### src/rtl/mul5_pkg.sv
package mul5_pkg;
  localparam int STEP_W    = 4;
  localparam int LAST_STEP = 10;
  localparam int NUM_LINES = LAST_STEP + 1;

  typedef struct packed {
    logic load_a;
    logic load_sum;
    logic load_acc;
    logic drv_acc;
    logic drv_sum;
  } ctl_t;
endpackage

### src/rtl/mul5_stepper.sv
module mul5_stepper
  import mul5_pkg::*;
(
  input  logic clk,
  input  logic rst_n,
  input  logic start,
  output ctl_t ctl,
  output logic parked
);
  logic [STEP_W-1:0]    step_q, step_d;
  logic [NUM_LINES-1:0] line;

  // next-state process
  always_comb begin
    step_d = step_q;
    if (start)
      step_d = '0;
    else if (step_q != STEP_W'(LAST_STEP))
      step_d = step_q + STEP_W'(1);
  end

  // register process
  always_ff @(posedge clk or negedge rst_n) begin
    if (!rst_n) step_q <= STEP_W'(LAST_STEP);
    else        step_q <= step_d;
  end

  // one-hot step decoder
  for (genvar i = 0; i < NUM_LINES; i++) begin : g_dec
    assign line[i] = (step_q == STEP_W'(i));
  end

  // Moore output table built from the decoded lines
  always_comb begin
    ctl.load_a   = line[0] | line[3] | line[5];
    ctl.load_sum = line[1] | line[4] | line[7];
    ctl.load_acc = line[9];
    ctl.drv_acc  = line[0] | line[1] | line[7];
    ctl.drv_sum  = line[3] | line[4] | line[5] | line[9];
  end

  assign parked = line[LAST_STEP];

  p_start_to_step0_r3: assert property (@(posedge clk) disable iff (!rst_n)
    start |=> (step_q == '0) && !parked);
  p_advance_r4: assert property (@(posedge clk) disable iff (!rst_n)
    (!start && step_q != STEP_W'(LAST_STEP)) |=> step_q == STEP_W'($past(step_q) + STEP_W'(1)));
  p_hold_terminal_r7: assert property (@(posedge clk) disable iff (!rst_n)
    (!start && parked) |=> parked);
  p_decode_onehot_r4: assert property (@(posedge clk) disable iff (!rst_n)
    $onehot(line));
endmodule

### src/rtl/mul5_datapath.sv
module mul5_datapath
  import mul5_pkg::*;
#(
  parameter int WIDTH = 8
) (
  input  logic             clk,
  input  logic             rst_n,
  input  ctl_t             ctl,
  input  logic             parked,
  input  logic             preload,
  input  logic [WIDTH-1:0] preload_data,
  output logic [WIDTH-1:0] acc_q
);
  logic [WIDTH-1:0] a_q, sum_q, bus, adder;
  logic             acc_en, acc_pre;
  logic [WIDTH-1:0] acc_d;

  // shared bus: enable-selected multiplexer, idle value is don't-care
  always_comb begin
    bus = '0;
    if (ctl.drv_acc)      bus = acc_q;
    else if (ctl.drv_sum) bus = sum_q;
  end

  assign adder   = a_q + bus;
  assign acc_pre = preload & parked;
  assign acc_en  = ctl.load_acc | acc_pre;
  assign acc_d   = ctl.load_acc ? bus : preload_data;

  always_ff @(posedge clk or negedge rst_n) begin
    if (!rst_n) begin
      acc_q <= '0;
      a_q   <= '0;
      sum_q <= '0;
    end else begin
      if (acc_en)       acc_q <= acc_d;
      if (ctl.load_a)   a_q   <= bus;
      if (ctl.load_sum) sum_q <= adder;
    end
  end

  p_single_driver_r6: assert property (@(posedge clk) disable iff (!rst_n)
    $countones({ctl.drv_acc, ctl.drv_sum}) <= 1);
  p_no_idle_load_r6: assert property (@(posedge clk) disable iff (!rst_n)
    (ctl.load_a || ctl.load_sum || ctl.load_acc) |-> (ctl.drv_acc || ctl.drv_sum));
  p_preload_blocked_r9: assert property (@(posedge clk) disable iff (!rst_n)
    (preload && !parked && !ctl.load_acc) |=> acc_q == $past(acc_q));
  p_acc_write_window_r10: assert property (@(posedge clk) disable iff (!rst_n)
    (!ctl.load_acc && !(preload && parked)) |=> $stable(acc_q));
endmodule

### src/rtl/mul5_sequencer.sv
module mul5_sequencer
  import mul5_pkg::*;
#(
  parameter int WIDTH = 8
) (
  input  logic             clk,
  input  logic             rst_n,
  input  logic             start,
  input  logic             preload,
  input  logic [WIDTH-1:0] preload_data,
  output logic             done,
  output logic [WIDTH-1:0] acc_out
);
  ctl_t ctl;
  logic parked;

  mul5_stepper u_stepper (
    .clk    (clk),
    .rst_n  (rst_n),
    .start  (start),
    .ctl    (ctl),
    .parked (parked)
  );

  mul5_datapath #(.WIDTH(WIDTH)) u_datapath (
    .clk          (clk),
    .rst_n        (rst_n),
    .ctl          (ctl),
    .parked       (parked),
    .preload      (preload),
    .preload_data (preload_data),
    .acc_q        (acc_out)
  );

  assign done = parked;

  p_done_steady_r7: assert property (@(posedge clk) disable iff (!rst_n)
    (done && !start && !preload) |=> done && $stable(acc_out));
endmodule

### config.mk
export PLATFORM = sky130hd
export DESIGN_NAME = mul5_sequencer
export DESIGN_NICKNAME = d
export VERILOG_FILES = /design/src/rtl/mul5_pkg.sv /design/src/rtl/mul5_stepper.sv /design/src/rtl/mul5_datapath.sv /design/src/rtl/mul5_sequencer.sv
export SDC_FILE = /design/constraint.sdc
export NUM_CORES = 1
export LEC_CHECK = 0
export ABC_CLOCK_PERIOD_IN_PS = 5700
export CORE_UTILIZATION = 46
export DETAILED_ROUTE_END_ITERATION = 7
export HOLD_SLACK_MARGIN = 0.05
export PLACE_DENSITY_LB_ADDON = 0.2
export SLEW_MARGIN = 20
export SYNTH_ARGS = -nofsm -noshare
export SYNTH_HDL_FRONTEND = slang
export SYNTH_SLANG_ARGS = --single-unit
### constraint.sdc
create_clock -name clk -period 5.7 [get_ports clk]
set_input_delay 1.14 -clock clk [delete_from_list [all_inputs] [get_ports clk]]
set_output_delay 1.14 -clock clk [all_outputs]
set_load 0.005 [all_outputs]
---- After elaboration in Yosys (flattened, before gate mapping) ----
Index checks and enable logic that the tools add are counted.
operators by class
  shifts and indexed selects .............. 0
  magnitude comparators ................... 0
  bitwise operators ....................... 11
  reduce and logical (&&, ||, !) cells .... 2
  div/mod/pow operators ................... 0
  multiplexer cells ....................... 5
  equality and inequality tests ........... 8
  multiply operators ...................... 0
  add/sub/neg operators ................... 2
operator list
  cell                 count
  $mux 8               3
  $eq 4x3->1 const B   3
  $or 1x1->1           10
  $add 8x8->8          1
  $eq 4x4->1 const B   2
  $mux 4               2
  $add 4x1->4 const B  1
  $eq 4x1->1 const B   1
  $eq 4x2->1 const B   1
  $logic_not 4->1      1
  $ne 4x4->1 const B   1
  $reduce_bool 2->1    1
  $and 1x1->1          1
word-level totals
  memories ................................ 0
  bits in latches ......................... 0
  flip-flop bits (word level) ............. 28
  input port bits ......................... 12
  RAM bits ................................ 0
  ROM bits ................................ 0
  word-level logic and storage cells ...... 32

---- Depth between registers and ports, before layout ----
Gate-level depths: netlist of the first run.
  depth after elaboration ................. 7
  depth in mapped cells ................... 15
  gate-level depth less buffers ........... 15

---- Modules after synthesis ----
From an unflattened synthesis of the first run, not the netlist that was laid out.
unflattened totals
  cell total of the unflattened synthesis .. 167
  area, all modules ....................... 1725.4 µm²
by module, submodules not included
  module         times used  sequential area each (µm²)  area an instance (µm²)  cells each
  mul5_datapath  1           600.6                       1363.8                  129
  mul5_stepper   1           102.6                       361.6                   38

---- Least setup slack after synthesis of the first run ----
No wires, ideal clock.
  path type ............................... register to register
  start point ............................. register u_stepper.step_q[1]
  end point ............................... register u_datapath.sum_q[6]
  clock period less this slack ............ 3.154 ns
  arrival time ............................ 3.019 ns
  library setup time ...................... 0.135 ns
  cell stages (with the launch flop) ...... 16
  slack ................................... 2.546 ns
  cells stage by stage .................... dfstp_2 inv_1 ha_1 nor2_1 a2bb2oi_2 o21ai_1 a22oi_1 inv_1 ha_1 fa_1 a21o_1 a21oi_1 o21bai_1 a21oi_1 xor2_1 o21ai_0
between the ends
  cells in the longest elaborated chain, start to end .. 7
  elaborated cells between the ends (all ways) .. 17
ends and longest elaborated chain
  what                                             line                 source
  start, declared                                  mul5_stepper.sv:10   logic [STEP_W-1:0] step_q, step_d;
  start signal, assigned                           mul5_stepper.sv:24   if (!rst_n) step_q <= STEP_W'(LAST_STEP);
  start signal, assigned                           mul5_stepper.sv:25   else step_q <= step_d;
  $eq 4x2->1 / $eq 4x3->1 (equally long branches)  mul5_stepper.sv:30   assign line[i] = (step_q == STEP_W'(i));
  $or 1x1->1 (3 in series)                         mul5_stepper.sv:39   ctl.drv_sum = line[3] | line[4] | line[5] | line[9];
  $mux 8                                           mul5_datapath.sv:22  else if (ctl.drv_sum) bus = sum_q;
  $mux 8 *                                         mul5_datapath.sv:21  if (ctl.drv_acc) bus = acc_q;
  via u_datapath.bus[0]                            mul5_datapath.sv:14  logic [WIDTH-1:0] a_q, sum_q, bus, adder;
  $add 8x8->8 *                                    mul5_datapath.sv:25  assign adder = a_q + bus;
  end signal, assigned                             mul5_datapath.sv:38  if (ctl.load_sum) sum_q <= adder;
  end, declared                                    mul5_datapath.sv:14
Mark *: on every way through the listed nets, which the timed path passes. The rest lies on a longest branch.
A chain may end at the register's enable or synchronous reset.

---- Worst setup path after layout of the first run ----
  start point ............................. register u_stepper.step_q[1]
  end point ............................... register u_datapath.sum_q[7]
The elaborated chain is that of the path after synthesis.

==> results.md, run 1 <==
- Result of the run: completed
- Setup slack of the most critical reg-to-reg path: 1970 ps
- Count of input and output buffers: 20
- Worst hold start: u_datapath.sum_q[2]$_DFFE_PN0P_
- Most common library cell in the layout ignoring fill and taps: sky130_fd_sc_hd__dfrtp_1
- Worst setup path category: flop to flop
- Cell-by-cell trace of the critical path: ha_1, nand2b_2, nor3b_1, a22oi_1, inv_1, ha_1, a21o_1, a21oi_1, o21bai_1, a41oi_1, xnor2_1, mux2_2
- Post-CTS sizing: 0
- Fin nets: 202
- Switching power as a share of total power: between 30% and 40%
- Total power per unit cell area: ~430 nW/um^2
- Critical Path RT: slightly below 6000 ps
- Clock Tree Buf Depth: 2
- Class of the tightest hold or removal check: flop to flop
- Dominant combinational cell family by area after synthesis: compound AO/OA/AOI/OAI gates
- Initial Utilization: a little under half
- Terminating pin of the worst hold path: u_datapath.sum_q[2]$_DFFE_PN0P_
- CTS tree: built
- Ant. Diodes: 0
- Sequential share of power: between 30% and 40%
- Final setup viols: 0
- Worst-skew pair later-pin latency: ~330 ps
- Total negative setup slack: 0 ps
- Multi-input logic area: 818 sq um
- Delay contributed by the slowest stage of the critical path: approximately 780 ps
- CP max-delay cell: sky130_fd_sc_hd__nor3b_1
- Logic pwr share: around 44%
- Fraction of layout instances using a drive strength above 1: 10.7%
- Maximum capacitance violations: 0
- Number of distinct standard cells referenced by the synthesized netlist: 34
- Proportion of power drawn by the clock network: 16.3%
- Int Pwr: around 0.52 mW
- Antenna violations before repair: 0
- Global Route Usage Sum: a little under a fifth
- Via-to-Cell Ratio: 5.48
- Setup bufs post-CTS: 0
- Number of top-level pins: 21
- Total via count in the routed design: between 1000 and 1500
- Total of fill cells in the finished design: 300
- Horizontal extent of the die: 60.9 um
- Dpl hpwl: 2430 um
- Post-detailed-placement cell area: 1830 sq um
- Die extent in y: around 61 um
- Cell count of the worst hold path: 2
- Combined flip-flop and latch cell area: ~700 sq um
- Transition at the pin with the smallest max-transition slack: 950 ps
- Post-route standard cell area excluding fillers: approximately 1900 sq um
- Final setup skew: 7.79 ps
- Number of warning messages in the yosys log: 0
- Critical path peak fanout: 7
- DRC: 0
- Area share of and/or/nand/nor cells after synthesis: roughly a tenth
- Net load switching power: 0.281 mW
- Worst setup SP type: flop
- Fin crit period: ~3700 ps
- Leakage dissipation: between 0.8 and 0.9 nW
- Setup repair after global routing missed its margin: false
- Post-route clock period utilization: between 60% and 70%
- Endpoint of the worst register-to-register path: u_datapath.sum_q[7]$_DFFE_PN0P_
- Critical Path End Type: flop
- Root buffer cell: sky130_fd_sc_hd__clkbuf_4
- Gr ovfl total: 0
- Final number of max-transition violations: 0
- Xor-xnor portion of the synthesized cell area: approximately 5.5%
- Number of nets with antenna violations after detailed routing: 0
- CTS buffer count: 3
- Number of failing hold endpoints at the final stage: 0
- Number of design-rule violations left by the first detailed-router iteration: between 50 and 60
- Routed length per placed instance: roughly 14 um
- Avg Synthesized Cell Area: between 10 and 15 sq um
- Adder-Cell Fraction of Synth Area: under 10%
- Pin count of the biggest net entering global routing: 29
- Count of hold-fix buffers inserted at cts: 0
- Fraction of the mapped netlist area in compound gates: a little over a fifth
- Core outline area: around 3300 sq um
- Wire length of the first global-routing pass: between 5000 and 6000 um
- Startpoint of the worst-slack reg-to-reg timing path: u_stepper.step_q[1]$_DFFE_PN1P_
- Area enclosed by the die boundary: approximately 3700 sq um
- Post-placement setup slack: 2010 ps
- Part of the Yosys area used for sequential elements: about 44%
- Vias in the first global route: 1079
- Data arrival, critical path: 3960 ps
- Number of synthesized register bits: 28
- Total power consumption of the routed design: 0.803 mW
- Clk sink count: 28
- GP Congestion: around 0.8
- Area Growth Syn to Fin: 18.0%
- Gate Count Post-Synth: between 150 and 200
- Std cell rows: 21
- Headroom to the max-slew limit: 36.5%
- Worst Reg-to-Reg Cells: 12
- Netlist area before placement: roughly 1600 sq um
- Detailed-routing iteration count for the pre-antenna-repair pass: 4
- Mux share of post-synthesis cell area: roughly 3.4%
- Commonest cells after routing, fill and taps aside: sky130_fd_sc_hd__dfrtp_1, sky130_fd_sc_hd__clkdlybuf4s50_1, sky130_fd_sc_hd__a22oi_1
- Nets in the synthesized netlist: 182
- Final Worst Setup Slack: a little under 2000 ps
- Cell type with the highest occurrence count on the critical path: sky130_fd_sc_hd__ha_1
- Peak Freq: about 270 MHz
- Sum of routed wire length over all layers: between 3000 and 4000 um
- Register clock-pin slew on the reported worst setup and hold paths: between 150 and 200 ps
- CTS H-tree depth: 1
- Max IR drop VDD: 200 uV
==> per-stage QoR <==
stage	util (%)	cells	hold WS [ps]
after floorplan	-	158	451
after global placement	54.8	219	468
after detailed placement	54.8	219	481
after CTS	56.4	223	516
after global routing	56.5	223	537
final	56.5	223	507
==> per-layer routing <==
metal  share of wire, %  track usage [%]  vias up
li1                   -                -      594
met1                 48             26.5      611
met2                 49             30.8       16
met3                2.4             2.56        2
met4               0.50             4.55        0
met5                  0                0        -
==> area by class of cell <==
type                    instances  share of cell area (%)
clock inverters                 1                    1.59
repair buffers                 21                    11.0
inverters                      12                    2.39
clock buffers                   3                    1.20
multi-input cells             112                    43.4
flip-flops and latches         28                    37.3
well taps                      46                    3.05
==> registers in the layout, summed over array words and instances, names as in the netlist <==
name and cells:
u_stepper.step_q 4, u_datapath.acc_q 8, u_datapath.a_q 8, u_datapath.sum_q 8
==> worst max-delay path: cells and delay by family (launching register included) <==
family / cells / cell delay (ps)
fa+ha+maj: 2 / 500
mux: 1 / 260
simple gates: 2 / 960
compound gates: 5 / 1070
flops: 1 / 600
xor+xnor: 1 / 100
buf+inv: 1 / 160
==> power by group through the flow <==
stage | combinational, mW | sequential [mW] | clock (mW)
after global routing | 0.410 | 0.323 | 0.140
final | 0.357 | 0.315 | 0.131
after CTS | 0.357 | 0.316 | 0.134
after floorplan | 0.268 | 0.307 | 0
after global placement | 0.348 | 0.317 | 0
after detailed placement | 0.356 | 0.321 | 0
==> how the worst max path moves through the flow <==
| stage | from | endpoint | slack, ps | depth (start not counted) |
|---|---|---|---|---|
| final | u_stepper.step_q[1]$_DFFE_PN1P_ | u_datapath.sum_q[7]$_DFFE_PN0P_ | 1970 | 12 |
| after global routing | u_stepper.step_q[1]$_DFFE_PN1P_ | u_datapath.sum_q[7]$_DFFE_PN0P_ | 1790 | 12 |
| after CTS | u_stepper.step_q[1]$_DFFE_PN1P_ | u_datapath.sum_q[7]$_DFFE_PN0P_ | 1980 | 12 |
| after detailed placement | u_stepper.step_q[1]$_DFFE_PN1P_ | u_datapath.sum_q[7]$_DFFE_PN0P_ | 2010 | 12 |
| after global placement | u_stepper.step_q[1]$_DFFE_PN1P_ | u_datapath.sum_q[7]$_DFFE_PN0P_ | 2130 | 12 |
| after floorplan | u_stepper.step_q[1]$_DFFE_PN1P_ | u_datapath.sum_q[6]$_DFFE_PN0P_ | 2550 | 15 |
==> cell families after synthesis <==
logic type,Yosys count
AO/OA/AOI/OAI,53
buffers and inverters,18
multiplexers,5
adder cells (fa/ha/maj),12
flip-flops,28
XOR/XNOR,10
AND/OR/NAND/NOR,32
==> Yosys cell counts (all sizes together) <==
master	count	share of area, %
a211o	1	0.63
a21o	4	1.9
a21oi	12	3.8
a22oi	15	7.1
a2bb2oi	1	0.94
a32oi	1	0.55
a41oi	1	0.55
and3b	2	1.3
buf	3	1.3
clkbuf	3	0.71
dfrtp	26	41
dfstp	2	3.3
fa	1	1.3
ha	11	8.6
inv	12	2.8
mux2	4	2.8
mux2i	1	0.63
nand2	7	1.6
nand2b	1	0.55
nand3	1	0.31
nand3b	1	0.47
nor2	14	3.3
nor2b	2	0.78
nor3	2	1.3
nor3b	1	0.47
o21ai	15	4.7
o21bai	2	0.94
o31ai	1	0.78
or3	1	0.39
xnor2	6	3.3
xor2	4	2.2
(Power assumes the default switching activity.)
==> run 2, diff against run 1 <==
ABC_CLOCK_PERIOD_IN_PS = 3600   (was 5700)
clock period = 3.6 ns   (was 5.7 ns; I/O delays follow)
==> run 2 against run 1 <==
Net effect: global-route usage rose by 2.0 points; non-clock buffer count rose by 3; cell area rose by 2.1%; clock skew about the same; die area is the same; flip-flop and latch count unchanged; critical path depth up 3; total power grew 61%; combinational power is 64% higher; via count fell by 0.49%; utilization increased by 1.2 points; first-iteration DRC count is 19% lower.
==> results.md, run 2 (synthesized netlist as in run 1, its figures left out) <==
- Critical Path End Type: flop
- Final setup skew: around 8.2 ps
- Result of the run: completed
- Count of hold-fix buffers inserted at cts: 0
- Core outline area: 3340 sq um
- Area enclosed by the die boundary: approximately 3700 sq um
- Post-CTS sizing: 0
- Peak Freq: roughly 300 MHz
- Gr ovfl total: 0
- Worst setup path category: flop to flop
- Wire length of the first global-routing pass: ~5500 um
- Final number of max-transition violations: 0
- Regs by FF count: u_datapath.a_q x8, u_datapath.acc_q x8, u_datapath.sum_q x8
- Leakage dissipation: approximately 0.83 nW
- Final core occ: around 58%
- Root buffer cell: sky130_fd_sc_hd__clkbuf_4
- Total power consumption of the routed design: between 1 and 1.5 mW
- CTS tree: built
- Detailed-routing iteration count for the pre-antenna-repair pass: 4
- Antenna violations before repair: 0
- Worst Reg-to-Reg Cells: 15
- Max IR drop VDD: 321 uV
- Fin crit period: 3330 ps
- Total power per unit cell area: 673 nW/um^2
- Post-placement setup slack: 46.9 ps
- CTS H-tree depth: 1
- Fin nets: around 210
- Setup bufs post-CTS: 0
- Headroom to the max-slew limit: between 40% and 50%
- GP Congestion: 0.782
- Register clock-pin slew on the reported worst setup and hold paths: roughly 150 ps
- Clk sink count: 28
- Number of nets with antenna violations after detailed routing: 0
- Global Route Usage Sum: 20.8%
- Horizontal extent of the die: 60.9 um
- Hold Slack: roughly 510 ps
- Post-detailed-placement cell area: 1850 sq um
- Area Growth Syn to Fin: 20.5%
- CTS buffer count: 3
- Data arrival, critical path: 3560 ps
- Cell count of the worst hold path: 2
- Class of the tightest hold or removal check: flop to flop
- Clock Tree Buf Depth: 2
- Total of fill cells in the finished design: about 310
- Fraction of layout instances using a drive strength above 1: approximately 14%
- Count of input and output buffers: 20
- Routed length per placed instance: ~15 um
- Commonest cells after routing, fill and taps aside: sky130_fd_sc_hd__dfrtp_1, sky130_fd_sc_hd__clkdlybuf4s50_1, sky130_fd_sc_hd__nor2_1, sky130_fd_sc_hd__a22oi_1, sky130_fd_sc_hd__inv_1
- Pin count of the biggest net entering global routing: 29
- Number of top-level pins: 21
- Dpl hpwl: approximately 2400 um
- Worst-skew pair later-pin latency: between 300 and 400 ps
- Setup repair after global routing missed its margin: false
- Via-to-Cell Ratio: 5.38
- Number of failing hold endpoints at the final stage: 0
- DRC: 0
- Most common library cell in the layout ignoring fill and taps: sky130_fd_sc_hd__dfrtp_1
- Vias in the first global route: approximately 1200
- Total via count in the routed design: 1217
- Post-route standard cell area excluding fillers: about 1900 sq um
- Initial Utilization: between 40 and 50%
- Worst setup SP type: flop
- Transition at the pin with the smallest max-transition slack: 781 ps
- Post-route clock period utilization: about 90%
- Die extent in y: 60.9 um
- Number of design-rule violations left by the first detailed-router iteration: 48
- Final setup viols: 0
- Sum of routed wire length over all layers: around 3400 um
- Maximum capacitance violations: 0
- Critical Path RT: 3830 ps
- Std cell rows: 21
- Critical path peak fanout: 7
- Final Worst Setup Slack: around 270 ps
- Ant. Diodes: 0
==> run 2: cell types whose count changed in the layout (fill, tap and decap cells not counted), sizes merged <==
cell / change
buf: +3
==> run 2: path summary, 6_finish.rpt <==
| check | from | to | slack (ps) |
|---|---|---|---|
| max in group asynchronous | rst_n | u_stepper.step_q[1]$_DFFE_PN1P_ | 2550 |
| setup reg to reg | u_stepper.step_q[1]$_DFFE_PN1P_ | u_datapath.sum_q[6]$_DFFE_PN0P_ | 270 |
| hold reg to reg | u_datapath.sum_q[3]$_DFFE_PN0P_ | u_datapath.sum_q[3]$_DFFE_PN0P_ | 510 |
| setup / recovery | u_stepper.step_q[1]$_DFFE_PN1P_ | u_datapath.sum_q[6]$_DFFE_PN0P_ | 270 |
| hold / removal | u_datapath.sum_q[3]$_DFFE_PN0P_ | u_datapath.sum_q[3]$_DFFE_PN0P_ | 510 |
| min in group asynchronous | rst_n | u_datapath.a_q[4]$_DFFE_PN0P_ | 740 |
==> run 2: report_power, final <==
part           leakage (nW)  total (mW)  switching [mW]  internal, mW
logic                 0.492       0.584           0.282         0.302
clock network        0.0279       0.213           0.100         0.113
registers             0.315       0.499          0.0764         0.423
==> run 2: through the flow <==
| stage | setup TNS (ps) | instances |
|---|---|---|
| floorplan | 0 | 158 |
| global placement | 0 | 222 |
| detailed placement | 0 | 222 |
| CTS | -3.87 | 226 |
| global route | 0 | 226 |
| finish | 0 | 226 |
==> run 2: critical path, cell delays in order, from the launching register on <==
cell	delay, ps
sky130_fd_sc_hd__dfstp_2	600
sky130_fd_sc_hd__inv_1	70
sky130_fd_sc_hd__ha_1	250
sky130_fd_sc_hd__nor2_1	150
sky130_fd_sc_hd__a2bb2oi_2	210
sky130_fd_sc_hd__o21ai_2	160
sky130_fd_sc_hd__a22oi_2	200
sky130_fd_sc_hd__inv_1	60
sky130_fd_sc_hd__ha_1	210
sky130_fd_sc_hd__fa_1	420
sky130_fd_sc_hd__a21o_1	220
sky130_fd_sc_hd__a21oi_2	170
sky130_fd_sc_hd__o21bai_1	90
sky130_fd_sc_hd__a21oi_1	170
sky130_fd_sc_hd__xor2_1	160
sky130_fd_sc_hd__o21ai_0	90
==> run 2: per-layer routing <==
| metal | vias to the layer above | GRT usage, % | part of all wire (%) |
|---|---|---|---|
| li1 | 605 | - | - |
| met1 | 586 | 27.2 | 48 |
| met2 | 21 | 35.3 | 49 |
| met3 | 5 | 2.56 | 2.1 |
| met4 | 0 | 7.79 | 1.5 |
| met5 | - | 0 | 0 |
==> run 2: area by class of cell <==
type / count / area (sq um) / share of cell area (%)
Inverter: 12 / 45.0 / 2.34
Multi-Input combinational cell: 112 / 836 / 43.4
Clock buffer: 3 / 22.5 / 1.17
Sequential cell: 28 / 703 / 36.5
Clock inverter: 1 / 30.0 / 1.56
Timing Repair Buffer: 24 / 230 / 12.0
Tap cell: 46 / 57.6 / 2.99
==> run 3, diff against run 2 <==
CTS_CLUSTER_DIAMETER = 200   (was not set)
GPL_ROUTABILITY_DRIVEN = 0   (was not set)
==> results of run 3 <==
No change in the layout: final DEF, timing and power equal those of run 2.
